## config.mk

```make
export PLATFORM = sky130hd
export DESIGN_NAME = cnt_interval_timer
export DESIGN_NICKNAME = d
export VERILOG_FILES = /design/src/rtl/ivt_pkg.sv /design/src/rtl/ivt_decode.sv /design/src/rtl/ivt_prescale.sv /design/src/rtl/ivt_counter.sv /design/src/rtl/cnt_interval_timer.sv
export SDC_FILE = /design/constraint.sdc
export NUM_CORES = 1
export LEC_CHECK = 0
export ABC_AREA = 1
export BUFFER_PORTS_ARGS = -buffer_cell sky130_fd_sc_hd__buf_2
export CAP_MARGIN = 20
export CELL_PAD_IN_SITES_DETAIL_PLACEMENT = 1
export CELL_PAD_IN_SITES_GLOBAL_PLACEMENT = 1
export CORE_MARGIN = 1.5
export CORE_UTILIZATION = 40
export DETAILED_ROUTE_END_ITERATION = 16
export MAX_ROUTING_LAYER = met4
export PLACE_DENSITY = 0.87
export REMOVE_ABC_BUFFERS = 1
export SLEW_MARGIN = 10
export SYNTH_ARGS = -nofsm -noshare
export SYNTH_HDL_FRONTEND = slang
export SYNTH_SLANG_ARGS = --single-unit
```

## constraint.sdc

```tcl
create_clock -name clk -period 0.98 [get_ports clk]
set_input_delay 0.098 -clock clk [delete_from_list [all_inputs] [get_ports clk]]
set_output_delay 0.098 -clock clk [all_outputs]
set_load 0.02 [all_outputs]
```

## src/rtl/ivt_pkg.sv

```systemverilog
package ivt_pkg;
  localparam int CNT_W  = 8;
  localparam int ADDR_W = 4;
  localparam int SHIFT_MAX = 10;
  localparam int PRE_W  = SHIFT_MAX;

  typedef enum logic [1:0] {
    DIV_1    = 2'b00,
    DIV_8    = 2'b01,
    DIV_64   = 2'b10,
    DIV_1024 = 2'b11
  } div_e;

  function automatic logic [PRE_W-1:0] div_limit(input div_e sel);
    int unsigned sh;
    case (sel)
      DIV_1:   sh = 0;
      DIV_8:   sh = 3;
      DIV_64:  sh = 6;
      default: sh = SHIFT_MAX;
    endcase
    div_limit = PRE_W'((32'd1 << sh) - 32'd1);
  endfunction
endpackage

```

## src/rtl/ivt_decode.sv

```systemverilog
module ivt_decode
  import ivt_pkg::*;
(
  input  logic              cs,
  input  logic              cyc_en,
  input  logic              rw,
  input  logic [ADDR_W-1:0] addr,
  output logic              load_stb,
  output logic              cnt_rd_stb,
  output logic              stat_sel,
  output logic              irq_sel,
  output div_e              div_sel
);
  logic acc;

  always_comb begin
    acc        = cs & cyc_en;
    load_stb   = acc & ~rw & addr[3];
    cnt_rd_stb = acc & rw & ~addr[3] & ~addr[0];
    stat_sel   = ~addr[3] & addr[0];
    irq_sel    = addr[2];
    div_sel    = div_e'(addr[1:0]);
  end
endmodule

```

## src/rtl/ivt_prescale.sv

```systemverilog
module ivt_prescale
  import ivt_pkg::*;
(
  input  logic clk,
  input  logic rst_n,
  input  logic cyc_en,
  input  logic restart,
  input  div_e div_new,
  output logic tick
);
  logic [PRE_W-1:0] phase_q, phase_d;
  div_e             div_q, div_d;

  always_comb begin
    tick    = (phase_q == div_limit(div_q));
    phase_d = phase_q;
    div_d   = div_q;
    if (restart) begin
      phase_d = '0;
      div_d   = div_new;
    end else if (cyc_en) begin
      phase_d = tick ? '0 : phase_q + 1'b1;
    end
  end

  always_ff @(posedge clk or negedge rst_n) begin
    if (!rst_n) begin
      phase_q <= '0;
      div_q   <= DIV_1024;
    end else begin
      phase_q <= phase_d;
      div_q   <= div_d;
    end
  end
endmodule

```

## src/rtl/ivt_counter.sv

```systemverilog
module ivt_counter
  import ivt_pkg::*;
(
  input  logic             clk,
  input  logic             rst_n,
  input  logic             cyc_en,
  input  logic             load,
  input  logic [CNT_W-1:0] load_val,
  input  logic             clr_req,
  input  logic             tick,
  output logic [CNT_W-1:0] cnt_q,
  output logic             flag_q,
  output logic             dec
);
  logic [CNT_W-1:0] cnt_d;
  logic             flag_d;
  logic             wrap;

  always_comb begin
    dec  = flag_q | tick;
    wrap = cyc_en & dec & (cnt_q == '0);
    cnt_d = cnt_q;
    if (cyc_en & load)
      cnt_d = load_val;
    else if (cyc_en & dec)
      cnt_d = cnt_q - 1'b1;
    if (wrap)
      flag_d = 1'b1;
    else if (clr_req)
      flag_d = 1'b0;
    else
      flag_d = flag_q;
  end

  always_ff @(posedge clk or negedge rst_n) begin
    if (!rst_n) begin
      cnt_q  <= '1;
      flag_q <= 1'b0;
    end else begin
      cnt_q  <= cnt_d;
      flag_q <= flag_d;
    end
  end
endmodule

```

## src/rtl/cnt_interval_timer.sv

```systemverilog
module cnt_interval_timer
  import ivt_pkg::*;
(
  input  logic              clk,
  input  logic              rst_n,
  input  logic              cyc_en,
  input  logic              cs,
  input  logic              rw,
  input  logic [ADDR_W-1:0] addr,
  input  logic [CNT_W-1:0]  wdata,
  output logic [CNT_W-1:0]  rdata,
  output logic              irq_n
);
  logic [1:0]       rst_sync_q;
  logic             rst_int_n;
  logic             load_stb, cnt_rd_stb, stat_sel, irq_sel;
  div_e             div_sel;
  logic             tick, dec;
  logic [CNT_W-1:0] cnt_q;
  logic             flag_q;
  logic             irq_en_q, irq_en_d;

  always_ff @(posedge clk or negedge rst_n) begin
    if (!rst_n) rst_sync_q <= 2'b00;
    else        rst_sync_q <= {rst_sync_q[0], 1'b1};
  end
  assign rst_int_n = rst_sync_q[1];

  ivt_decode u_dec (
    .cs(cs), .cyc_en(cyc_en), .rw(rw), .addr(addr),
    .load_stb(load_stb), .cnt_rd_stb(cnt_rd_stb),
    .stat_sel(stat_sel), .irq_sel(irq_sel), .div_sel(div_sel)
  );

  ivt_prescale u_pre (
    .clk(clk), .rst_n(rst_int_n), .cyc_en(cyc_en),
    .restart(load_stb), .div_new(div_sel), .tick(tick)
  );

  ivt_counter u_cnt (
    .clk(clk), .rst_n(rst_int_n), .cyc_en(cyc_en),
    .load(load_stb), .load_val(wdata),
    .clr_req(load_stb | cnt_rd_stb), .tick(tick),
    .cnt_q(cnt_q), .flag_q(flag_q), .dec(dec)
  );

  always_comb begin
    irq_en_d = (load_stb | cnt_rd_stb) ? irq_sel : irq_en_q;
    rdata    = stat_sel ? {flag_q, {(CNT_W-1){1'b0}}} : cnt_q;
    irq_n    = ~(irq_en_q & flag_q);
  end

  always_ff @(posedge clk or negedge rst_int_n) begin
    if (!rst_int_n) irq_en_q <= 1'b0;
    else            irq_en_q <= irq_en_d;
  end
endmodule

```

After elaboration in Yosys (flattened, before gate mapping)
Index checks and enable logic that the tools add are counted.

word-level totals
  register bits = 24
  input port bits = 17
  output and inout bits = 9
  word-level logic and storage cells = 44

operators by class
  $add $sub $neg = 3
  eq/ne operators = 3
  shift-type cells = 1
  mux-type cells = 9
  bitwise operators = 17
  reduce and logical (&&, ||, !) cells = 5

operators by type and width
  operator                                              number
  2-to-1 mux 10 bit                                     3
  2-to-1 mux 8 bit                                      3
  case mux 4 bit (3 select lines)                       1
  bitwise AND 1 bit                                     11
  adder 10 x 1 -> 10 bit (second input constant)        1
  equality test 10 bit                                  1
  << shifter 1 x 4 -> 10 bit (first input constant)     1
  subtractor 10 x 1 -> 10 bit (second input constant)   1
  zero test 8 bit                                       1
  subtractor 8 x 1 -> 8 bit (second input constant)     1
  nonzero test 2 bit                                    3
  NOT 1 bit                                             4
  equality test 2 x 1 -> 1 bit (second input constant)  1
  equality test 2 bit (second input constant)           1
  zero test 2 bit                                       1
  2-to-1 mux 1 bit                                      2
  OR 1 bit                                              2

Logic depth before layout (Yosys ltp)
Gate-level depths: netlist of the first run.

  depth in word-level cells = 9
  gate-level depth with buffers = 11
  gate-level depth less buffers = 11

By module
A second synthesis of the first run with hierarchy kept.

unflattened totals
  cells, all modules = 272
  area total of the unflattened synthesis = 1825.5 µm²

by module, submodules not included
  module              instances  cells each  area an instance (µm²)
  ivt_prescale        1          140         939.7
  ivt_counter         1          93          648.1
  cnt_interval_timer  1          28          182.7
  ivt_decode          1          11          55.1

Worst setup path before layout of the first run
OpenSTA, ideal clock, no wires.

  path type = register -> register
  start = register u_pre.div_q[1]
  end = register u_cnt.cnt_q[0]
  arrival = 1.312 ns
  data required time = 0.920 ns
  slack = -0.393 ns
  stages on the path, launching flop included = 11
  buffers on the path = 0
  period minus slack after synthesis = 1.373 ns
  cells stage by stage = dfstp_2 inv_1 o21ai_0 nand2_1 nor2_1 nand3_2 nand2_2 nand2_4 nand2_4 nand2_1 nand2_1

on the way
  cells in the longest elaborated chain, start to end = 8
  elaborated cells on any way between the ends = 10
  those cells by class = add/sub: 1; eq/ne: 3; shift: 1; mux: 1; bitwise: 2; reduce/logical: 2

ends and longest elaborated chain
  element                                            line                RTL
  start: declaration                                 ivt_prescale.sv:12  div_e div_q, div_d;
  start signal: assignment                           ivt_prescale.sv:32  div_q <= div_d;
  equality test 2 bit, or another cell as far along  ivt_pkg.sv:16       case (sel)
  case mux 4 bit (3 select lines) (*)                ivt_pkg.sv:16
  << shifter 1 x 4 -> 10 bit (*)                     ivt_pkg.sv:22       div_limit = PRE_W'((32'd1 << sh) - 32'd1);
  subtractor 10 x 1 -> 10 bit (*)                    ivt_pkg.sv:22
  equality test 10 bit (*)                           ivt_prescale.sv:15  tick = (phase_q == div_limit(div_q));
  OR 1 bit (*)                                       ivt_counter.sv:20   dec = flag_q | tick;
  bitwise AND 1 bit (*)                              ivt_counter.sv:25   else if (cyc_en & dec)
  nonzero test 2 bit (no source line) (*)            n/a
  end signal: assignment                             ivt_counter.sv:40   cnt_q <= cnt_d;
  end: declaration                                   ivt_counter.sv:11   output logic [CNT_W-1:0] cnt_q,

Every way passes the cells marked *; elsewhere a longest branch is shown, timed or not.
A chain may end at the register's enable or synchronous reset.

Worst setup path after layout of the first run
  start = register u_pre.div_q[1]
  end = register u_cnt.cnt_q[3]

The elaborated chain is that of the path after synthesis.

==> reports/summary.txt, run 1 <==
Status = complete, but fails checks
Violated checks = negative setup slack
Die Ht = 65.11 um
Storage element area = 613.1 um2
CP max stage delay = 0.64 ns
Root buffer cell = clkbuf_8
Synth area leader = dfrtp_1
P&R area growth vs syn = 56.20%
Worst setup SP type = flop
Ratio of cells with drive above 1 in the final layout = 51.01%
Fin util = 65.33%
Setup TNS = -15.31 ns
Tcrit/Tclk final = 182.2%
Routed Wire Length = 8013 um
Die Area = 4239 um2
Clock sinks = 24
Clock buffer count from CTS = 3
Crit Path Max Fanout = 5
Switching Power = 3.117 mW
Max Slew Vio Count = 0
Crit. Startpoint = u_pre.div_q[1]
Yosys reg bits = 24
Iteration-0 DRC Markers = 208
Power Density = 2754 nW/um2
Pwr Total = 6.638 mW
Gr ovfl total = 0
Post-route setup slack = -0.8054 ns
Comb pwr share = 62.7%
GPL Wtd Cong = 0.8660
RSZ-0062 raised after global routing = true
Layout fillers = 464
Chip Width = 65.11 um
Most frequent cells in the layout = nand2_1, buf_4, nand3_1
Max-cap violations = 0
Avg Vias per Cell = 5.823
Clock skew = 0.005814 ns
Post-Syn Area = 1543 um2
Gr usage total = 33.70%
Critical Path End Type = flop
TritonCTS clock tree = built
Syn avg cell area = 7.142 um2
Met2 WL = 4035 um
First drt pass iteration count = 4
Initial antenna violation count = 0
HP Start = addr[1]
H-tree depth = 1
Pleak = 1.192 nW
Largest net degree at the start of global routing = 23
Area contributors post-synth = dfrtp_1, dfstp_2, nand2_1
Switching power share of the total = 46.96%
Most common cell after layout, fill and taps aside = nand2_1
Antenna diodes = 0
I/O Pins = 26
Crit-path slowest cell = dfstp_2
Post-synth cell types = 26
RR Startpoint = u_pre.div_q[1]
Peak supply drop = 1844 uV
Final hold vios = 0
Starting Density = 41.82%
Final setup vio count = 29
Vias in the first global route = 1986
Setup CP Type = flop to flop
HP Class = primary input to flop
Synth top area share = 22.71%
CP cell instances = nand2_4, o21ai_2, nand2_1, nor2_2, nand3_2, nand2_4, nand2_2, nand3_1, nand2_1
Final Critical Period = 1.785 ns
Synth Instances = 216
Std-Cell Rows = 22
CP Data Required Time = 1.20 ns
Ys Warns = 0
Seq/Total Area, Yosys = 39.74%
Via count = 2003
Reg clk slew, reported paths = 0.09 ns
Highest routed metal layer = met4
First-pass GRT wire length = 10230 um
Area of the multi-input gates = 974.7 um2
Met3 Wirelength = 477 um
Max Freq = 560.1 MHz
WP data arrival = 2.00 ns
# nets final = 317
Clock power share = 9.9%
Clk_lat worst skew = 0.29 ns
Clock Tree Buf Depth = 2
Core area = 3689 um2
I/O Buffers = 25
M1 WL = 3100 um
WL/cell = 23.29 um
Dpl hpwl = 3717 um
DRC viols = 0
Antenna Nets Post-Route = 0
Pre-CTS setup slack = -0.6451 ns
Pint = 3.520 mW
Sequential share of power = 27.4%
-- sequential cells by signal, indices dropped and copies added, names as in the netlist --
signal         cells
irq_en_q           1
u_cnt.flag_q       1
u_pre.phase_q     10
u_pre.div_q        2
rst_sync_q         2
u_cnt.cnt_q        8
-- power by group through the flow --
stage               sequential, mW  clock (mW)  combinational, mW
global placement              1.69           0               2.50
floorplan                     1.68           0               1.47
detailed placement            1.71           0               2.61
finish                        1.82       0.657               4.16
CTS                           1.72       0.644               3.30
global route                  1.82       0.685               4.38
-- layer usage --
metal / vias to the layer above / global-route usage, %
li1: 849 / -
met1: 1001 / 38.49
met2: 110 / 57.73
met3: 43 / 7.363
met4: 0 / 13.80
met5: - / -
-- timing repair --
| action | in CTS | in global routing |
|---|---|---|
| endpoints found under the hold margin | 2 | 0 |
| endpoints found under the setup margin | 29 | 29 |
| buffers inserted | 13 | 3 |
| gates resized for setup | 56 | 41 |
| pin swaps | 17 | 17 |
| cloned | 1 | 0 |
| hold buffers | 1 | 0 |
-- synth_stat cells --
cell	n
a21oi_1	3
a31oi_1	1
buf_6	3
conb_1	1
dfrtp_1	14
dfstp_2	10
ha_1	3
inv_1	28
inv_2	1
mux2_2	1
nand2_1	66
nand2_2	2
nand2_4	2
nand3_1	21
nand3_2	1
nand3_4	1
nand4_1	2
nor2_1	20
nor2_2	2
nor3_1	2
o21ai_0	20
o21ai_1	1
o22ai_1	5
o31ai_1	1
xnor2_1	2
xor2_1	3
-- cell families after synthesis --
| logic type | synth area share [%] |
|---|---|
| adder cells (fa/ha/maj) | 2.433 |
| XOR/XNOR | 2.839 |
| AND/OR/NAND/NOR | 34.06 |
| AO/OA/AOI/OAI | 10.71 |
| buffers and inverters | 9.245 |
| flip-flops | 39.74 |
| multiplexers | 0.7299 |
| other | 0.2431 |
-- metrics by stage --
| step | cell area, um2 | std cells | hold WS [ns] |
|---|---|---|---|
| 2_1_floorplan | 1509 | 213 | -0.1976 |
| 3_3_place_gp | 1972 | 323 | -0.1164 |
| 3_5_place_dp | 1972 | 323 | -0.1158 |
| 4_1_cts | 2260 | 342 | 0.02368 |
| 5_1_grt | 2410 | 344 | 0.03591 |
| 6_report | 2410 | 344 | 0.01344 |
-- path summary, 6_finish.rpt --
path | endpoint | cells past startpoint | slack [ns]
max | u_cnt.cnt_q[3] | 9 | -0.81
min | u_pre.div_q[1] | 3 | 0.01
max reg2reg | u_cnt.cnt_q[3] | 9 | -0.81
min reg2reg | u_pre.phase_q[6] | 1 | 0.23
max in group asynchronous | u_cnt.cnt_q[6] | 1 | 0.46
min in group asynchronous | rst_sync_q[0] | 2 | 0.11
-- worst max-delay path: cells and delay by family (launching register included) --
family | cells | cell delay [ns]
AND/OR/NAND/NOR | 8 | 0.97
flip-flops | 1 | 0.64
AO/OA/AOI/OAI | 1 | 0.07
-- layout make-up --
class | instances | share of cell area [%]
clock buffers | 4 | 1.869
inverters | 29 | 4.829
multi-input cells | 161 | 40.45
flip-flops and latches | 24 | 25.44
well taps | 48 | 2.492
repair buffers | 78 | 24.92
Power figures use the tool's default switching activity.
==> run 2: changes to the inputs <==
CORE_UTILIZATION = 36   (was 40)
PLACE_DENSITY = 0.83   (was 0.87)
clock period = 1.6 ns   (was 0.98 ns; I/O delays follow)
==> run 2 against run 1 <==
Compared with the run above: the flow still finishes with violations (negative setup slack); die area is 11% higher; core utilization is 18 points lower; fmax is 9.6% higher; via count is 22% lower; sequential share of layout area is 6.3 points higher; sequential power is 41% lower; wire length is 44% lower; clock power is 35% lower; register-to-register slack better by 0.78 ns; largest cell class unchanged.
==> reports/summary.txt, run 2 (synthesis gave the netlist of run 1 again) <==
Vias in the first global route = 1612
Ratio of cells with drive above 1 in the final layout = 31.10%
Iteration-0 DRC Markers = 48
Peak supply drop = 742.7 uV
Std-Cell Rows = 23
Avg Vias per Cell = 5.132
Gr usage total = 22.02%
Chip Width = 68.46 um
Max Freq = 613.7 MHz
Pwr Total = 2.932 mW
Setup TNS = -0.1180 ns
Worst setup SP type = flop
H-tree depth = 1
Clock sinks = 24
CP Data Required Time = 1.83 ns
Violated checks = negative setup slack
Layout fillers = 544
CP cell instances = buf_6, nor2_2, nand2_1, nand2_1, nor2_2, nand3_4, nand2_4, nand2_8, nand2_8, nand2_1, nand2_1
Clk_lat worst skew = 0.28 ns
Dpl hpwl = 3044 um
Antenna Nets Post-Route = 0
RSZ-0062 raised after global routing = true
Number of flip-flops in the largest register = 10
Root buffer cell = clkbuf_8
Starting Density = 38.02%
HP Class = primary input to flop
CP bufs+invs = 1
Fin util = 47.61%
Die Ht = 68.46 um
Routed Wire Length = 4476 um
Clock Tree Buf Depth = 2
Antenna diodes = 0
HP Start = addr[2]
Gr ovfl total = 0
Largest net degree at the start of global routing = 23
Power Density = 1518 nW/um2
I/O Buffers = 25
Tcrit/Tclk final = 101.8%
Via count = 1560
WP data arrival = 1.86 ns
Crit Path Max Fanout = 8
Clock buffer count from CTS = 3
Core area = 4058 um2
Setup CP Type = flop to flop
Final Instance Area = 1932 um2
I/O Pins = 26
Area of placed instances = 1742 um2
Most frequent cells in the layout = nand2_1, inv_1, buf_2, nand3_1, o21ai_0
Post-route setup slack = -0.02944 ns
Status = complete, but fails checks
Final Critical Period = 1.629 ns
Reg clk slew, reported paths = 0.09 ns
TritonCTS clock tree = built
First-pass GRT wire length = 7362 um
CP most frequent cell = nand2_1
Max-cap violations = 0
Crit-path slowest cell = dfstp_2
Final hold vios = 0
Most common cell after layout, fill and taps aside = nand2_1
RR Startpoint = u_pre.div_q[1]
Hold Worst Slack = 0.1163 ns
GPL Wtd Cong = 0.8351
Regs by FF count = u_pre.phase_q x10, u_cnt.cnt_q x8
Clock skew = 0.009647 ns
First drt pass iteration count = 4
Pleak = 0.9615 nW
Initial antenna violation count = 0
# nets final = 275
Final setup vio count = 8
Die Area = 4687 um2
Crit. Startpoint = u_pre.div_q[1]
WL/cell = 14.72 um
DRC viols = 0
Max Slew Vio Count = 0
Largest reg by FF count = u_pre.phase_q
CP delay by family, top = simple AND/OR/NAND/NOR gates
Critical Path End Type = flop
P&R area growth vs syn = 25.22%
CP max stage delay = 0.58 ns
[run 2: cell types whose count changed in the layout (fill, tap and decap cells not counted), moves of 3 or more]
cell / change
inv_1: +11
nor2_4: -4
nor2_2: -3
o21ai_2: -5
inv_2: -8
buf_2: +9
buf_6: -12
buf_4: -39
inv_4: -3
nand2_1: +3
nor2_1: +7
o21ai_0: +7
[run 2: path summary, 6_finish.rpt]
check,end,slack [ns],cells past startpoint
worst max register to register,u_cnt.cnt_q[5],-0.03,11
min in group asynchronous,rst_sync_q[0],0.19,2
worst min register to register,u_pre.phase_q[9],0.23,1
worst max-delay path,u_cnt.cnt_q[5],-0.03,11
worst min-delay path,irq_en_q,0.12,2
max in group asynchronous,u_cnt.cnt_q[2],1.08,1
[run 2: layer usage]
layer | GRT usage, % | vias to the layer above | share of wire, % | wire [um]
met5 | - | - | 0 | 0
met4 | 7.250 | 0 | 2.9 | 131
met2 | 36.66 | 28 | 49 | 2209
met1 | 27.04 | 754 | 45 | 2012
li1 | - | 765 | - | -
met3 | 3.618 | 13 | 2.7 | 122
[run 2: layout make-up]
| cell class | count | area, um2 | share of cell area [%] |
|---|---|---|---|
| inverters | 29 | 108.9 | 5.635 |
| multi-input cells | 161 | 874.6 | 45.27 |
| clock buffers | 4 | 55.05 | 2.850 |
| repair buffers | 36 | 217.7 | 11.27 |
| well taps | 50 | 62.56 | 3.238 |
| flip-flops and latches | 24 | 613.1 | 31.74 |
[run 2: stage by stage]
stage	worst slack, ns	cells
final	-0.02944	304
after global routing	-0.1309	304
after CTS	0.002516	304
after detailed placement	0.001794	294
after global placement	0.03383	294
after floorplan	0.2252	213
[run 2: repair_timing]
| action | CTS | global route |
|---|---|---|
| hold endpoints to repair | 2 | 0 |
| gates cloned | 1 | 0 |
| setup endpoints to repair | 8 | 16 |
| buffers inserted | 4 | 0 |
| pin swaps | 10 | 9 |
| gates resized for setup | 12 | 16 |
| hold buffers | 1 | 0 |
[run 2: power by group]
| group | total [mW] | internal, mW | switching (mW) |
|---|---|---|---|
| registers | 1.08 | 0.869 | 0.212 |
| logic | 1.42 | 0.535 | 0.889 |
| clock network | 0.427 | 0.220 | 0.206 |
| total | 2.93 | 1.62 | 1.31 |
==> run 3: changes to the inputs <==
CORE_UTILIZATION = 40   (was 36)
PLACE_DENSITY = 0.87   (was 0.83)
clock period = 1.84 ns   (was 1.6 ns; I/O delays follow)
==> run 3 against run 2 <==
Compared with the run above: critical path depth down 1; critical endpoint is now u_cnt.cnt_q[1]; wire length down 10%; fmax down 2.9%; power down 15%; clock-buffer cell count down 1; the flow now finishes without violations; sequential power down 13%; first-iteration DRC count down 35%; clock power up 9.6%; die area down 9.6%; sequential share of layout area up 2.1 points; clock skew up 0.0020 ns; cell area down 6.2%.
==> reports/summary.txt, run 3 (synthesis gave the netlist of run 1 again) <==
Status = finished, final reports clean
HP Class = primary input to flop
Avg Vias per Cell = 5.132
Clk_lat worst skew = 0.27 ns
Max Freq = 596.1 MHz
Via count = 1519
WP data arrival = 1.90 ns
Dpl hpwl = 3089 um
Post-CTS Setup Repair Bufs = 0
GR Util met1 = 29.04%
GRT Max-Usage Layer = met2
Chip Width = 65.11 um
I/O Buffers = 25
RSZ-0062 raised after global routing = false
Antenna Nets Post-Route = 0
Worst-Margin Slew = 0.5247 ns
Post-route setup slack = 0.1625 ns
CP Data Required Time = 2.06 ns
Fin util = 49.15%
Final Critical Period = 1.677 ns
Power Density = 1368 nW/um2
First drt pass iteration count = 4
Max-cap violations = 0
Root buffer cell = clkbuf_8
Final hold vios = 0
Peak supply drop = 691.3 uV
Number of flip-flops in the largest register = 10
Regs by FF count = u_pre.phase_q x10, u_cnt.cnt_q x8
Critical Path End Type = flop
Most frequent cells in the layout = nand2_1, inv_1, buf_2, nand3_1
Initial antenna violation count = 0
Starting Density = 41.82%
Pre-CTS setup slack = 0.2035 ns
Cts hold-fix bufs = 1
Clock Tree Buf Depth = 2
Tcrit/Tclk final = 91.17%
# placed instances = 291
I/O Pins = 26
Clock sinks = 24
Worst setup SP type = flop
Largest reg by FF count = u_pre.phase_q
Die Ht = 65.11 um
P&R area growth vs syn = 17.52%
Routing usage on met2 = 34.15%
Std-Cell Rows = 22
Routed Wire Length = 4023 um
Relative slew margins = 64.75%
DRC viols = 0
Gr ovfl total = 0
H-tree depth = 1
TritonCTS clock tree = built
Met3 Resource Use GR = 3.596%
Vias in the first global route = 1503
Clock buffer count from CTS = 3
Iteration-0 DRC Markers = 31
Final setup vio count = 0
Most common cell after layout, fill and taps aside = nand2_1
Reg clk slew, reported paths = 0.09 ns
GPL Wtd Cong = 0.8346
Ratio of cells with drive above 1 in the final layout = 21.77%
Clock skew = 0.01160 ns
Gr usage total = 21.71%
Largest net degree at the start of global routing = 23
Setup CP Type = flop to flop
Die Area = 4239 um2
CTS resizes = 0
Max Slew Vio Count = 0
Layout Cells excl Fill = 296
Hold Worst Slack = 0.1226 ns
WL/cell = 13.59 um
Crit Path Max Fanout = 10
Core area = 3689 um2
Pleak = 0.9371 nW
Setup TNS = 0 ns
# nets final = 269
Antenna diodes = 0
First-pass GRT wire length = 6941 um
==> run 3: cell count changes in the layout (fill, tap and decap cells not counted), moves of 2 or more <==
| cell | delta |
|---|---|
| buf_4 | -3 |
| buf_6 | -2 |
| nand2_1 | +13 |
| nand2_2 | -13 |
| nand2_8 | -2 |
| nor2_1 | +4 |
| nor2_2 | -3 |
| o21ai_0 | +2 |
==> run 3: worst max-delay path, cell delays in order (launching register included) <==
cell     delay, ns
dfstp_2       0.57
inv_1         0.09
o21ai_0       0.11
nand2_1       0.07
nor2_1        0.15
nand3_2       0.14
nand2_2       0.10
nand2_4       0.10
nand2_4       0.12
nand2_1       0.08
nand2_1       0.08
==> run 3: area by class of cell <==
class | count | area, um2
multi-input cells | 160 | 787.0
inverters | 29 | 108.9
well taps | 48 | 60.06
flip-flops and latches | 24 | 613.1
clock buffers | 3 | 41.29
fillers | 498 | 1876
repair buffers | 31 | 172.7
clock inverters | 1 | 30.03
==> run 3: worst paths after layout <==
path,from,cells past startpoint,end,slack [ns]
max,u_pre.div_q[1],10,u_cnt.cnt_q[1],0.16
min in group asynchronous,rst_sync_q[1],1,u_pre.phase_q[4],0.21
min reg2reg,rst_sync_q[1],1,u_pre.phase_q[4],0.21
min,addr[1],3,u_pre.div_q[1],0.12
max reg2reg,u_pre.div_q[1],10,u_cnt.cnt_q[1],0.16
max in group asynchronous,rst_sync_q[1],1,u_cnt.cnt_q[2],1.35
==> run 3: per-stage QoR <==
step                      power [mW]  area (um2)
final                          2.480        1813
after global routing           2.685        1813
after CTS                      2.493        1813
after detailed placement       2.008        1732
after global placement         1.959        1732
after floorplan                1.678        1509
==> run 3: per-layer routing <==
metal | up-vias | wire, um
met5 | - | 0
met3 | 9 | 117
met1 | 728 | 2006
met2 | 27 | 1831
met4 | 0 | 67
li1 | 755 | -
==> run 3: power by group <==
part | switching (mW) | internal, mW
Sequential | 0.185 | 0.755
Combinational | 0.677 | 0.395
Clock | 0.177 | 0.291
